[config.mk]
export PLATFORM = sky130hd
export DESIGN_NAME = regbank_2r1w
export DESIGN_NICKNAME = d
export VERILOG_FILES = /design/src/rtl/rf_pkg.sv /design/src/rtl/rf_id_decode.sv /design/src/rtl/rf_storage.sv /design/src/rtl/rf_read_port.sv /design/src/rtl/regbank_2r1w.sv
export SDC_FILE = /design/constraint.sdc
export NUM_CORES = 1
export LEC_CHECK = 0
export ABC_CLOCK_PERIOD_IN_PS = 3100
export BUFFER_PORTS_ARGS = -buffer_cell sky130_fd_sc_hd__buf_4
export CORE_AREA = 2 2 147 149
export CTS_CLUSTER_DIAMETER = 50
export CTS_CLUSTER_SIZE = 20
export DETAILED_ROUTE_END_ITERATION = 10
export DIE_AREA = 0 0 149 151
export GPL_TIMING_DRIVEN = 0
export PLACE_DENSITY = 0.84
export SYNTH_ARGS = -nofsm -noshare
export SYNTH_HDL_FRONTEND = slang
export SYNTH_SLANG_ARGS = --single-unit
export TNS_END_PERCENT = 1
[constraint.sdc]
create_clock -name clk -period 3.1 [get_ports clk]
set_input_delay 0.465 -clock clk [delete_from_list [all_inputs] [get_ports clk]]
set_output_delay 0.465 -clock clk [all_outputs]
set_load 0.02 [all_outputs]
[src/rtl/rf_pkg.sv]
package rf_pkg;

   // Read-path variant selector
   typedef enum logic {
      READ_MUX   = 1'b0,
      READ_ANDOR = 1'b1
   } rd_style_e;

   // True when a register number names a real register
   function automatic logic id_is_real(input int unsigned id, input int unsigned num_regs);
      return id < num_regs;
   endfunction

endpackage

[src/rtl/rf_id_decode.sv]
module rf_id_decode #(
   parameter int NUM_REGS = 8,
   parameter int ID_W     = 4
) (
   input  logic [ID_W-1:0]     id,
   output logic                hit,
   output logic [NUM_REGS-1:0] onehot
);

   always_comb begin
      onehot = '0;
      for (int i = 0; i < NUM_REGS; i++) begin
         if (id == ID_W'(i)) onehot[i] = 1'b1;
      end
      hit = |onehot;
   end

endmodule

[src/rtl/rf_storage.sv]
module rf_storage #(
   parameter int NUM_REGS  = 8,
   parameter int DATA_W    = 32,
   parameter bit HAS_RESET = 1'b1
) (
   input  logic                       clk,
   input  logic                       rst,
   input  logic [NUM_REGS-1:0]        wr_en,
   input  logic [DATA_W-1:0]          wr_word,
   output logic [NUM_REGS*DATA_W-1:0] regs_flat
);

   for (genvar g = 0; g < NUM_REGS; g++) begin : g_entry
      logic [DATA_W-1:0] word_q;

      if (HAS_RESET) begin : g_rst
         always_ff @(posedge clk) begin
            if (rst)            word_q <= '0;
            else if (wr_en[g])  word_q <= wr_word;
         end
      end else begin : g_norst
         always_ff @(posedge clk) begin
            if (wr_en[g]) word_q <= wr_word;
         end
      end

      assign regs_flat[g*DATA_W +: DATA_W] = word_q;
   end

   if (!HAS_RESET) begin : g_rst_unused
      logic rst_unused;
      assign rst_unused = rst;
   end

endmodule

[src/rtl/rf_read_port.sv]
module rf_read_port #(
   parameter int               NUM_REGS = 8,
   parameter int               DATA_W   = 32,
   parameter int               ID_W     = 4,
   parameter rf_pkg::rd_style_e RD_STYLE = rf_pkg::READ_MUX
) (
   input  logic [ID_W-1:0]            sel,
   input  logic [NUM_REGS*DATA_W-1:0] regs_flat,
   output logic [DATA_W-1:0]          word
);

   localparam int IDX_W = (NUM_REGS > 1) ? $clog2(NUM_REGS) : 1;

   if (RD_STYLE == rf_pkg::READ_MUX) begin : g_mux
      logic [DATA_W-1:0] arr [NUM_REGS];
      logic              hit;

      always_comb begin
         for (int i = 0; i < NUM_REGS; i++) arr[i] = regs_flat[i*DATA_W +: DATA_W];
      end

      assign hit  = rf_pkg::id_is_real(int'(sel), NUM_REGS);
      assign word = hit ? arr[sel[IDX_W-1:0]] : '0;
   end else begin : g_andor
      logic [NUM_REGS-1:0] onehot;
      logic                hit_unused;

      rf_id_decode #(.NUM_REGS(NUM_REGS), .ID_W(ID_W)) u_dec (
         .id     (sel),
         .hit    (hit_unused),
         .onehot (onehot)
      );

      always_comb begin
         word = '0;
         for (int i = 0; i < NUM_REGS; i++) begin
            word = word | (regs_flat[i*DATA_W +: DATA_W] & {DATA_W{onehot[i]}});
         end
      end
   end

endmodule

[src/rtl/regbank_2r1w.sv]
module regbank_2r1w #(
   parameter int                NUM_REGS  = 8,
   parameter int                DATA_W    = 32,
   parameter int                ID_W      = 4,
   parameter bit                HAS_RESET = 1'b1,
   parameter rf_pkg::rd_style_e RD_STYLE  = rf_pkg::READ_MUX
) (
   input  logic              clk,
   input  logic              rst,
   input  logic [ID_W-1:0]   rda_sel,
   output logic [DATA_W-1:0] rda_word,
   input  logic [ID_W-1:0]   rdb_sel,
   output logic [DATA_W-1:0] rdb_word,
   input  logic [ID_W-1:0]   wr_sel,
   input  logic [DATA_W-1:0] wr_word
);

   localparam int FLAT_W = NUM_REGS * DATA_W;

   // Elaboration checks: a no-register code must exist
   if (NUM_REGS < 2) begin : g_chk_count
      $error("regbank_2r1w: NUM_REGS must be at least 2");
   end
   if (NUM_REGS >= (1 << ID_W)) begin : g_chk_idw
      $error("regbank_2r1w: ID_W too narrow to hold a no-register code");
   end
   if (DATA_W < 1) begin : g_chk_dw
      $error("regbank_2r1w: DATA_W must be positive");
   end

   logic [NUM_REGS-1:0] wr_en;
   logic                wr_hit_unused;
   logic [FLAT_W-1:0]   regs_flat;

   rf_id_decode #(.NUM_REGS(NUM_REGS), .ID_W(ID_W)) u_wr_dec (
      .id     (wr_sel),
      .hit    (wr_hit_unused),
      .onehot (wr_en)
   );

   rf_storage #(.NUM_REGS(NUM_REGS), .DATA_W(DATA_W), .HAS_RESET(HAS_RESET)) u_store (
      .clk       (clk),
      .rst       (rst),
      .wr_en     (wr_en),
      .wr_word   (wr_word),
      .regs_flat (regs_flat)
   );

   rf_read_port #(.NUM_REGS(NUM_REGS), .DATA_W(DATA_W), .ID_W(ID_W), .RD_STYLE(RD_STYLE)) u_rd_a (
      .sel       (rda_sel),
      .regs_flat (regs_flat),
      .word      (rda_word)
   );

   rf_read_port #(.NUM_REGS(NUM_REGS), .DATA_W(DATA_W), .ID_W(ID_W), .RD_STYLE(RD_STYLE)) u_rd_b (
      .sel       (rdb_sel),
      .regs_flat (regs_flat),
      .word      (rdb_word)
   );

endmodule

==> results of run 1 <==
-- power groups by stage --
stage	registers [mW]	clock network, mW	logic, mW
after floorplan	3.46	0	0.547
after global placement	3.47	0	0.755
after detailed placement	3.48	0	0.769
after CTS	3.41	3.52	0.776
after global routing	3.42	3.65	0.832
final	3.41	3.55	0.795
-- path summary, 6_finish.rpt --
check / end / depth (start not counted)
setup / recovery: rdb_word[12] / 6
hold / removal: u_store.g_entry[0].word_q[18] / 3
setup reg to reg: u_store.g_entry[4].word_q[4] / 2
hold reg to reg: u_store.g_entry[4].word_q[15] / 2
-- cell type report --
class	instances	area, um^2	share of cell area (%)
sequential	256	5120	33.7
timing repair buffer	70	526	3.45
clock inverter	22	246	1.62
multi-input combinational	1040	7190	47.2
tap	275	344	2.26
buffer	165	1040	6.87
clock buffer	30	739	4.86
-- cells in the final DEF (no fill, tap or decap), types with 27 or more instances in the layout --
cell / instances
buf_6: 27
nor2_1: 64
clkbuf_16: 29
mux2i_1: 64
buf_2: 43
dfxtp_1: 256
buf_4: 115
a21oi_1: 256
nand2_1: 512
mux4_2: 128
clkbuf_1: 47
-- per-stage QoR --
step | area [um^2] | worst slack (ns) | util [%] | instances | hold slack, ns
after global routing | 15200 | 0.159 | 73.1 | 1858 | 0.224
final | 15200 | 0.255 | 73.1 | 1858 | 0.217
after global placement | 14200 | 0.408 | 68.3 | 1806 | 0.448
after detailed placement | 14200 | 0.387 | 68.3 | 1806 | 0.458
after floorplan | 13400 | 1.06 | - | 1461 | 0.443
after CTS | 15200 | 0.310 | 73.1 | 1858 | 0.212
-- metal layers --
| layer | track usage [%] | wire length, um | vias to the layer above |
|---|---|---|---|
| met5 | 0 | 0 | - |
| met4 | 22.9 | 2550 | 0 |
| met3 | 6.72 | 5030 | 202 |
| met2 | 60.9 | 20200 | 953 |
| met1 | 45.9 | 14300 | 5772 |
| li1 | - | - | 5221 |
-- cell families after synthesis --
| logic type | share of synthesized area (%) |
|---|---|
| flops | 38.4 |
| compound gates | 9.59 |
| simple gates | 17.8 |
| mux | 26.4 |
| buf+inv | 7.82 |
-- worst min-delay path, cell delays in order --
cell and delay (ns):
buf_4 0.14, nand2_1 0.06, a21oi_1 0.05
==> flow_metrics.env, run 1 <==
export IMPL_yosysWarnings=0
export IMPL_violations="design-rule violations"
export IMPL_rows=53
export IMPL_die_w_um=149
export IMPL_core_region_area_um2=20800
export IMPL_nFillCells=1491
export IMPL_swShare_pct=26.7
export IMPL_p_seq_share_pct=44.0
export IMPL_syn_to_final_growth_pct=13.9
export IMPL_synth_main_ff_cell="dfxtp_1"
export IMPL_synthCells=1461
export IMPL_grt_pass1_wl_mm=63.6
export IMPL_total_power_mw=7.76
export IMPL_fin_worst_skew_ns=0
export IMPL_first_iter_violations=1502
export IMPL_min_delay_path_class="input pin to flop"
export IMPL_antenna_found_initial=0
export IMPL_clkPwrFrac_pct=45.8
export IMPL_largest_reg_flops=256
export IMPL_vias=12100
export IMPL_finalCritPeriodShare_pct=91.8
export IMPL_drv_slew=0
export IMPL_ys_types=19
export IMPL_drtPass1Iterations=10
export IMPL_drive_above_1_share_pct=23.5
export IMPL_p_per_area_nw_per_um2=510
export IMPL_ys_seq_area_share_pct=38.4
export IMPL_worstPathRequired_ns=2.63
export IMPL_synth_most_common_cell="nand2_1"
export IMPL_gp_congestion=0.922
export IMPL_ir_drop_mv=0.496
export IMPL_clk_pin_slew_worst_paths_ns=0.06
export IMPL_critPathLaunchType="input pin"
export IMPL_routed_via_density=6.54
export IMPL_ctsResizeCount=0
export IMPL_diodes=0
export IMPL_status="finished, violations left"
export IMPL_grt_setup_unrepaired="false"
export IMPL_synth_area_leaders="dfxtp_1, mux4_2, nand2_1"
export IMPL_cts_max_level=1
export IMPL_route_detailed_drc=1
export IMPL_r2r_start="u_store.g_entry[4].word_q[4]"
export IMPL_tns_ns=0
export IMPL_slew_headroom_pct=38.6
export IMPL_die_y_um=151
export IMPL_path_buf_inv=3
export IMPL_numClockSinks=256
export IMPL_synth_top_area_share_pct=38.4
export IMPL_worst_pin_slew_ns=0.921
export IMPL_cp_end_kind="output port"
export IMPL_hold_viol=0
export IMPL_mappedNetlistNets=1507
export IMPL_cts_setup_buffers=0
export IMPL_startpoint="rdb_sel[2]"
export IMPL_p_int_mw=5.69
export IMPL_clk_latency_ns=0.54
export IMPL_gr_total_overflow=0
export IMPL_fin_crit_ns=2.85
export IMPL_drt_wirelength_per_cell_um=22.6
export IMPL_crit_arrival_ns=2.38
export IMPL_r2r_slack_ns=2.38
export IMPL_yosys_top_cells_count="nand2_1, a21oi_1, dfxtp_1, mux4_2"
export IMPL_slowest_stage="clkbuf_1"
export IMPL_worstSetupPathType="input pin to output port"
export IMPL_wirelength_mm=42.1
export IMPL_grt_max_degree=17
export IMPL_switching_power_mw=2.07
export IMPL_synth_area_per_cell_um2=9.14
export IMPL_cap_violations=0
export IMPL_ys_seq_elements=256
export IMPL_netlist_area_um2=13400
export IMPL_postCtsHoldBufs=0
export IMPL_synth_edff_count=0
export IMPL_start_util_pct=64.1
export IMPL_cp_max_fo=10
export IMPL_grt_pass1_vias=11900
export IMPL_crit_chain="clkbuf_1 -> buf_2 -> mux4_2 -> mux2i_1 -> nor2_1 -> buf_4"
export IMPL_io_pins=110
export IMPL_p_comb_share_pct=10.2
export IMPL_dp_hpwl_mm=27.9
export IMPL_path_delay_family="buffers and inverters"
export IMPL_cts_tree="yes"
export IMPL_max_freq_mhz=351
export IMPL_cts_root_buffer="clkbuf_16"
export IMPL_critPathMaxStageDelay_ns=0.57
export IMPL_cts_buffer_depth=3
export IMPL_final_nets=1607
export IMPL_cellLeakagePower_nw=5.47
export IMPL_dieArea_um2=22500
export IMPL_track_usage_pct=37.1
export IMPL_port_buffers=70
export IMPL_ys_async_sr_fraction_pct=0
export IMPL_synth_largest_area_cell="dfxtp_1"
export IMPL_finalSetupViolCount=0
export IMPL_ant_nets=0
export IMPL_top_register="u_store.g_entry.word_q"
export IMPL_reg_top3="u_store.g_entry.word_q: 256 flops"
export IMPL_min_delay_start="wr_word[18]"
export IMPL_cts_inserted_buffers=28
No activity file was read; power rests on OpenSTA's default activity.
==> inputs of run 2 (changes only) <==
--- a/config.mk
+++ b/config.mk
@@ -13,7 +13,7 @@
 export DETAILED_ROUTE_END_ITERATION = 10
 export DIE_AREA = 0 0 149 151
 export GPL_TIMING_DRIVEN = 0
-export PLACE_DENSITY = 0.84
+export PLACE_DENSITY = 0.93
 export SYNTH_ARGS = -nofsm -noshare
 export SYNTH_HDL_FRONTEND = slang
 export SYNTH_SLANG_ARGS = --single-unit
==> run 2 against run 1 <==
  * The flow now finishes without violations
  * Register-to-register slack got worse by 0.04 ns
  * Clock power fell by 11%
  * Core utilization fell by 0.70 points
  * Via count rose by 3.8%
  * Non-clock buffer count did not move
  * Sequential cell count did not move
  * Clock skew did not move
  * Highest routed layer unchanged
==> flow_metrics.env, run 2 (synthesized netlist as in run 1, its figures left out) <==
export IMPL_cts_max_level=1
export IMPL_fin_worst_skew_ns=0
export IMPL_cap_violations=0
export IMPL_critPathLaunchType="input pin"
export IMPL_grt_setup_unrepaired="false"
export IMPL_worst_pin_slew_ns=1.02
export IMPL_met1_usage_pct=44.6
export IMPL_cts_inserted_buffers=24
export IMPL_switching_power_mw=2.07
export IMPL_die_y_um=151
export IMPL_gr_total_overflow=0
export IMPL_finalSetupViolCount=0
export IMPL_die_w_um=149
export IMPL_port_buffers=70
export IMPL_met3_usage_pct=11.2
export IMPL_drt_wirelength_per_cell_um=23.5
export IMPL_drive_above_1_share_pct=23.0
export IMPL_vias=12600
export IMPL_io_pins=110
export IMPL_clk_pin_slew_worst_paths_ns=0.08
export IMPL_reg_top3="u_store.g_entry.word_q: 256 flops"
export IMPL_rows=53
export IMPL_grt_pass1_vias=12900
export IMPL_wirelength_mm=43.6
export IMPL_path_buf_inv=3
export IMPL_status="finished clean"
export IMPL_mostFrequentLayoutCells="nand2_1, a21oi_1, dfxtp_1"
export IMPL_hold_ws_ns=0.213
export IMPL_cts_tree="yes"
export IMPL_worstPathRequired_ns=2.63
export IMPL_numClockSinks=256
export IMPL_final_common_cell="nand2_1"
export IMPL_swShare_pct=28.0
export IMPL_first_iter_violations=2200
export IMPL_ant_nets=0
export IMPL_worstSetupPathType="input pin to output port"
export IMPL_routed_via_density=6.81
export IMPL_gp_congestion=0.946
export IMPL_dieArea_um2=22500
export IMPL_drtPass1Iterations=8
export IMPL_top_register="u_store.g_entry.word_q"
export IMPL_crit_arrival_ns=2.37
export IMPL_register_area_um2=5120
export IMPL_p_comb_share_pct=10.9
export IMPL_postCtsHoldBufs=0
export IMPL_max_freq_mhz=353
export IMPL_slowest_stage="clkbuf_1"
export IMPL_cts_setup_buffers=0
export IMPL_met2_usage_pct=62.4
export IMPL_critPathMaxStageDelay_ns=0.60
export IMPL_clk_latency_ns=0.55
export IMPL_dp_hpwl_mm=28.1
export IMPL_cp_end_kind="output port"
export IMPL_grt_max_degree=20
export IMPL_busiest_layer="met2"
export IMPL_ctsResizeCount=0
export IMPL_min_delay_start="wr_word[13]"
export IMPL_cts_buffer_depth=3
export IMPL_path_delay_family="buffers and inverters"
export IMPL_final_nets=1603
export IMPL_p_seq_share_pct=46.2
export IMPL_min_delay_path_class="input pin to flop"
export IMPL_syn_to_final_growth_pct=12.8
export IMPL_finalNonFillerCells=1851
export IMPL_nFillCells=1382
export IMPL_clkPwrFrac_pct=42.9
export IMPL_cp_max_fo=10
export IMPL_startpoint="rda_sel[2]"
export IMPL_largest_reg_flops=256
export IMPL_hold_viol=0
export IMPL_start_util_pct=64.1
export IMPL_cts_root_buffer="clkbuf_16"
export IMPL_route_detailed_drc=0
export IMPL_ir_drop_mv=0.411
export IMPL_multi_input_area_um2=7190
export IMPL_cellLeakagePower_nw=5.41
export IMPL_fin_crit_ns=2.83
export IMPL_finalCritPeriodShare_pct=91.3
export IMPL_drv_slew=0
export IMPL_tns_ns=0
export IMPL_core_region_area_um2=20800
export IMPL_slew_headroom_pct=32.0
export IMPL_r2r_start="u_store.g_entry[5].word_q[10]"
export IMPL_placed_cells=1806
export IMPL_p_per_area_nw_per_um2=490
export IMPL_grt_pass1_wl_mm=66.8
export IMPL_p_int_mw=5.32
export IMPL_track_usage_pct=38.7
export IMPL_crit_chain="clkbuf_1 -> buf_2 -> mux4_2 -> mux2i_1 -> nor2_1 -> buf_4"
export IMPL_antenna_found_initial=1
-- run 2: layout make-up --
cell class / count / area share [%]
buffer: 165 / 6.93
antenna: 1 / 0.0166
clock inverter: 17 / 1.30
clock buffer: 27 / 4.27
tap: 275 / 2.28
multi-input combinational: 1040 / 47.7
timing repair buffer: 70 / 3.49
sequential: 256 / 34.0
-- run 2: per-stage QoR --
stage               utilization (%)  worst slack [ns]  power (mW)  area, um^2
global placement               68.3             0.472        4.21       14200
detailed placement             68.3             0.421        4.24       14200
finish                         72.4             0.269        7.39       15100
global route                   72.3             0.273        7.51       15100
CTS                            72.3             0.393        7.31       15100
floorplan                         -              1.06        4.01       13400
-- run 2: final timing paths --
path | cells after the start | end | slack [ns]
setup / recovery | 6 | rda_word[26] | 0.27
hold / removal | 3 | u_store.g_entry[2].word_q[13] | 0.21
setup reg to reg | 2 | u_store.g_entry[5].word_q[10] | 2.34
hold reg to reg | 2 | u_store.g_entry[5].word_q[29] | 0.47
-- run 2: metal layers --
layer / part of all wire (%) / up-vias
li1: - / 5206
met1: 31 / 5841
met2: 47 / 1210
met3: 14 / 347
met4: 7.4 / 0
met5: 0 / -
-- run 2: power by group through the flow --
stage	combinational [mW]	sequential (mW)	clock, mW
after floorplan	0.547	3.46	0
after global placement	0.740	3.47	0
after detailed placement	0.763	3.48	0
after CTS	0.773	3.41	3.13
after global routing	0.834	3.42	3.26
final	0.803	3.41	3.17
-- run 2: tightest hold or removal path: stages --
cell and delay [ns]:
buf_4 0.14, nand2_1 0.06, a21oi_1 0.05
==> inputs of run 3 (changes only) <==
--- a/config.mk
+++ b/config.mk
@@ -5,15 +5,15 @@
 export SDC_FILE = /design/constraint.sdc
 export NUM_CORES = 1
 export LEC_CHECK = 0
-export ABC_CLOCK_PERIOD_IN_PS = 3100
+export ABC_CLOCK_PERIOD_IN_PS = 2800
 export BUFFER_PORTS_ARGS = -buffer_cell sky130_fd_sc_hd__buf_4
-export CORE_AREA = 2 2 147 149
+export CORE_AREA = 2 2 153 155
 export CTS_CLUSTER_DIAMETER = 50
 export CTS_CLUSTER_SIZE = 20
 export DETAILED_ROUTE_END_ITERATION = 10
-export DIE_AREA = 0 0 149 151
+export DIE_AREA = 0 0 155 157
 export GPL_TIMING_DRIVEN = 0
-export PLACE_DENSITY = 0.93
+export PLACE_DENSITY = 0.88
 export SYNTH_ARGS = -nofsm -noshare
 export SYNTH_HDL_FRONTEND = slang
 export SYNTH_SLANG_ARGS = --single-unit
==> constraint.sdc (replaced) <==
create_clock -name clk -period 2.8 [get_ports clk]
set_input_delay 0.42 -clock clk [delete_from_list [all_inputs] [get_ports clk]]
set_output_delay 0.42 -clock clk [all_outputs]
set_load 0.02 [all_outputs]
==> run 3 against run 2 <==
  * Via count down 3.6%
  * Register-to-register slack worse by 0.38 ns
  * Sequential power up 11%
  * Combinational power up 9.5%
  * Clock-buffer cell count up 3
  * Non-clock buffer count unchanged
  * Global-route usage down 4.2 points
  * Largest cell class unchanged
  * Core utilization down 5.0 points
  * Largest power group unchanged
  * Critical path type unchanged
  * Total power up 14%
==> flow_metrics.env, run 3 (synthesized netlist as in run 1, its figures left out) <==
export IMPL_cts_buffer_depth=3
export IMPL_core_region_area_um2=22500
export IMPL_drive_above_1_share_pct=23.2
export IMPL_slew_headroom_pct=39.2
export IMPL_setup_ws_ns=0.0466
export IMPL_postCtsHoldBufs=0
export IMPL_worstSetupPathType="input pin to output port"
export IMPL_dieArea_um2=24300
export IMPL_cts_setup_buffers=0
export IMPL_nFillCells=1644
export IMPL_cp_end_kind="output port"
export IMPL_cap_violations=0
export IMPL_numClockSinks=256
export IMPL_grt_pass1_wl_mm=64.9
export IMPL_cp_max_fo=10
export IMPL_routed_via_density=6.52
export IMPL_worstPathRequired_ns=2.38
export IMPL_mostFrequentLayoutCells="nand2_1, a21oi_1, dfxtp_1"
export IMPL_holdPathStages=3
export IMPL_fin_worst_skew_ns=0
export IMPL_critPathLaunchType="input pin"
export IMPL_worst_hold_path_endpoint="u_store.g_entry[4].word_q[5]"
export IMPL_io_pins=110
export IMPL_fin_crit_ns=2.75
export IMPL_grt_setup_unrepaired="false"
export IMPL_syn_to_final_growth_pct=13.5
export IMPL_clk_pin_slew_worst_paths_ns=0.07
export IMPL_finalSetupViolCount=0
export IMPL_drt_wirelength_per_cell_um=22.6
export IMPL_final_area_um2=15200
export IMPL_register_area_um2=5120
export IMPL_gr_total_overflow=0
export IMPL_largest_reg_flops=256
export IMPL_clk_latency_ns=0.53
export IMPL_r2r_end="u_store.g_entry[1].word_q[0]"
export IMPL_reg_top3="u_store.g_entry.word_q: 256 flops"
export IMPL_drv_slew=0
export IMPL_r2r_slack_ns=1.96
export IMPL_gp_congestion=0.930
export IMPL_status="finished clean"
export IMPL_drtPass1Iterations=6
export IMPL_r2r_start="u_store.g_entry[1].word_q[0]"
export IMPL_cts_max_level=1
export IMPL_ant_nets=0
export IMPL_start_util_pct=59.4
export IMPL_grt_max_degree=17
export IMPL_multi_input_area_um2=7190
export IMPL_min_delay_path_class="input pin to flop"
export IMPL_diodes=0
export IMPL_p_per_area_nw_per_um2=555
export IMPL_crit_arrival_ns=2.33
export IMPL_hold_viol=0
export IMPL_die_w_um=155
export IMPL_cellLeakagePower_nw=5.45
export IMPL_finalCritPeriodShare_pct=98.3
export IMPL_worst_pin_slew_ns=0.911
export IMPL_grt_pass1_vias=12200
export IMPL_tns_ns=0
export IMPL_cts_tree="yes"
export IMPL_route_detailed_drc=0
export IMPL_r2r_cells=2
export IMPL_antenna_found_initial=0
export IMPL_rows=55
export IMPL_dp_hpwl_mm=28.2
export IMPL_wirelength_mm=42.1
export IMPL_final_common_cell="nand2_1"
export IMPL_first_iter_violations=1833
export IMPL_min_delay_start="wr_word[5]"
export IMPL_vias=12100
export IMPL_track_usage_pct=34.5
export IMPL_top_register="u_store.g_entry.word_q"
export IMPL_dp_slack_ns=0.164
export IMPL_die_y_um=157
export IMPL_cts_inserted_buffers=26
export IMPL_placed_area_um2=14200
export IMPL_port_buffers=70
export IMPL_cts_root_buffer="clkbuf_16"
export IMPL_ir_drop_mv=0.597
export IMPL_ctsResizeCount=0
export IMPL_final_nets=1605
export IMPL_max_freq_mhz=363
## run 3: changes by cell type in the layout (fill, tap and decap cells not counted)
cell | before | now
clkinv_2 | 1 | 2
inv_6 | 3 | 6
bufinv_16 | 1 | 3
clkinvlp_4 | 1 | 2
inv_12 | 1 | 0
diode_2 | 1 | 0
clkinv_4 | 5 | 4
inv_8 | 3 | 1
clkbuf_16 | 25 | 27
clkbuf_8 | 1 | 2
clkinv_8 | 2 | 0
## run 3: worst max path at each step
stage / slack, ns / from / to
after floorplan: 0.85 / rdb_sel[1] / rdb_word[10]
after global placement: 0.19 / rdb_sel[2] / rdb_word[17]
after detailed placement: 0.16 / rdb_sel[2] / rdb_word[28]
after CTS: 0.15 / rdb_sel[2] / rdb_word[28]
after global routing: 0.03 / rdb_sel[2] / rdb_word[10]
final: 0.05 / rdb_sel[2] / rdb_word[30]
## run 3: routing by layer
metal	global-route usage, %	vias up	wire (um)
li1	-	5214	-
met1	41.4	5707	14100
met2	57.2	963	20000
met3	8.15	260	5220
met4	20.3	0	2820
met5	0	-	0
## run 3: area by class of cell
type / count / share of cell area, %
Clock inverter: 18 / 1.41
Clock buffer: 30 / 4.66
Tap cell: 285 / 2.35
Timing Repair Buffer: 70 / 3.47
Multi-Input combinational cell: 1040 / 47.4
Sequential cell: 256 / 33.8
Buffer: 165 / 6.89
## run 3: where the power goes
part           internal (mW)  switching [mW]
combinational          0.336           0.544
clock                   2.14            1.63
sequential              3.72          0.0590
total                   6.19            2.23
## run 3: critical path, cell delays in order
cell	delay, ns
clkbuf_1	0.61
buf_2	0.47
mux4_2	0.36
mux2i_1	0.17
nor2_1	0.09
buf_4	0.20
## run 3: through the flow
stage	utilization, %	power (mW)	hold WS (ns)	instances
floorplan	-	4.44	0.443	1461
finish	67.4	8.42	0.163	1864
CTS	67.4	8.36	0.169	1864
detailed placement	63.3	4.70	0.457	1816
global route	67.4	8.59	0.181	1864
global placement	63.3	4.67	0.448	1816
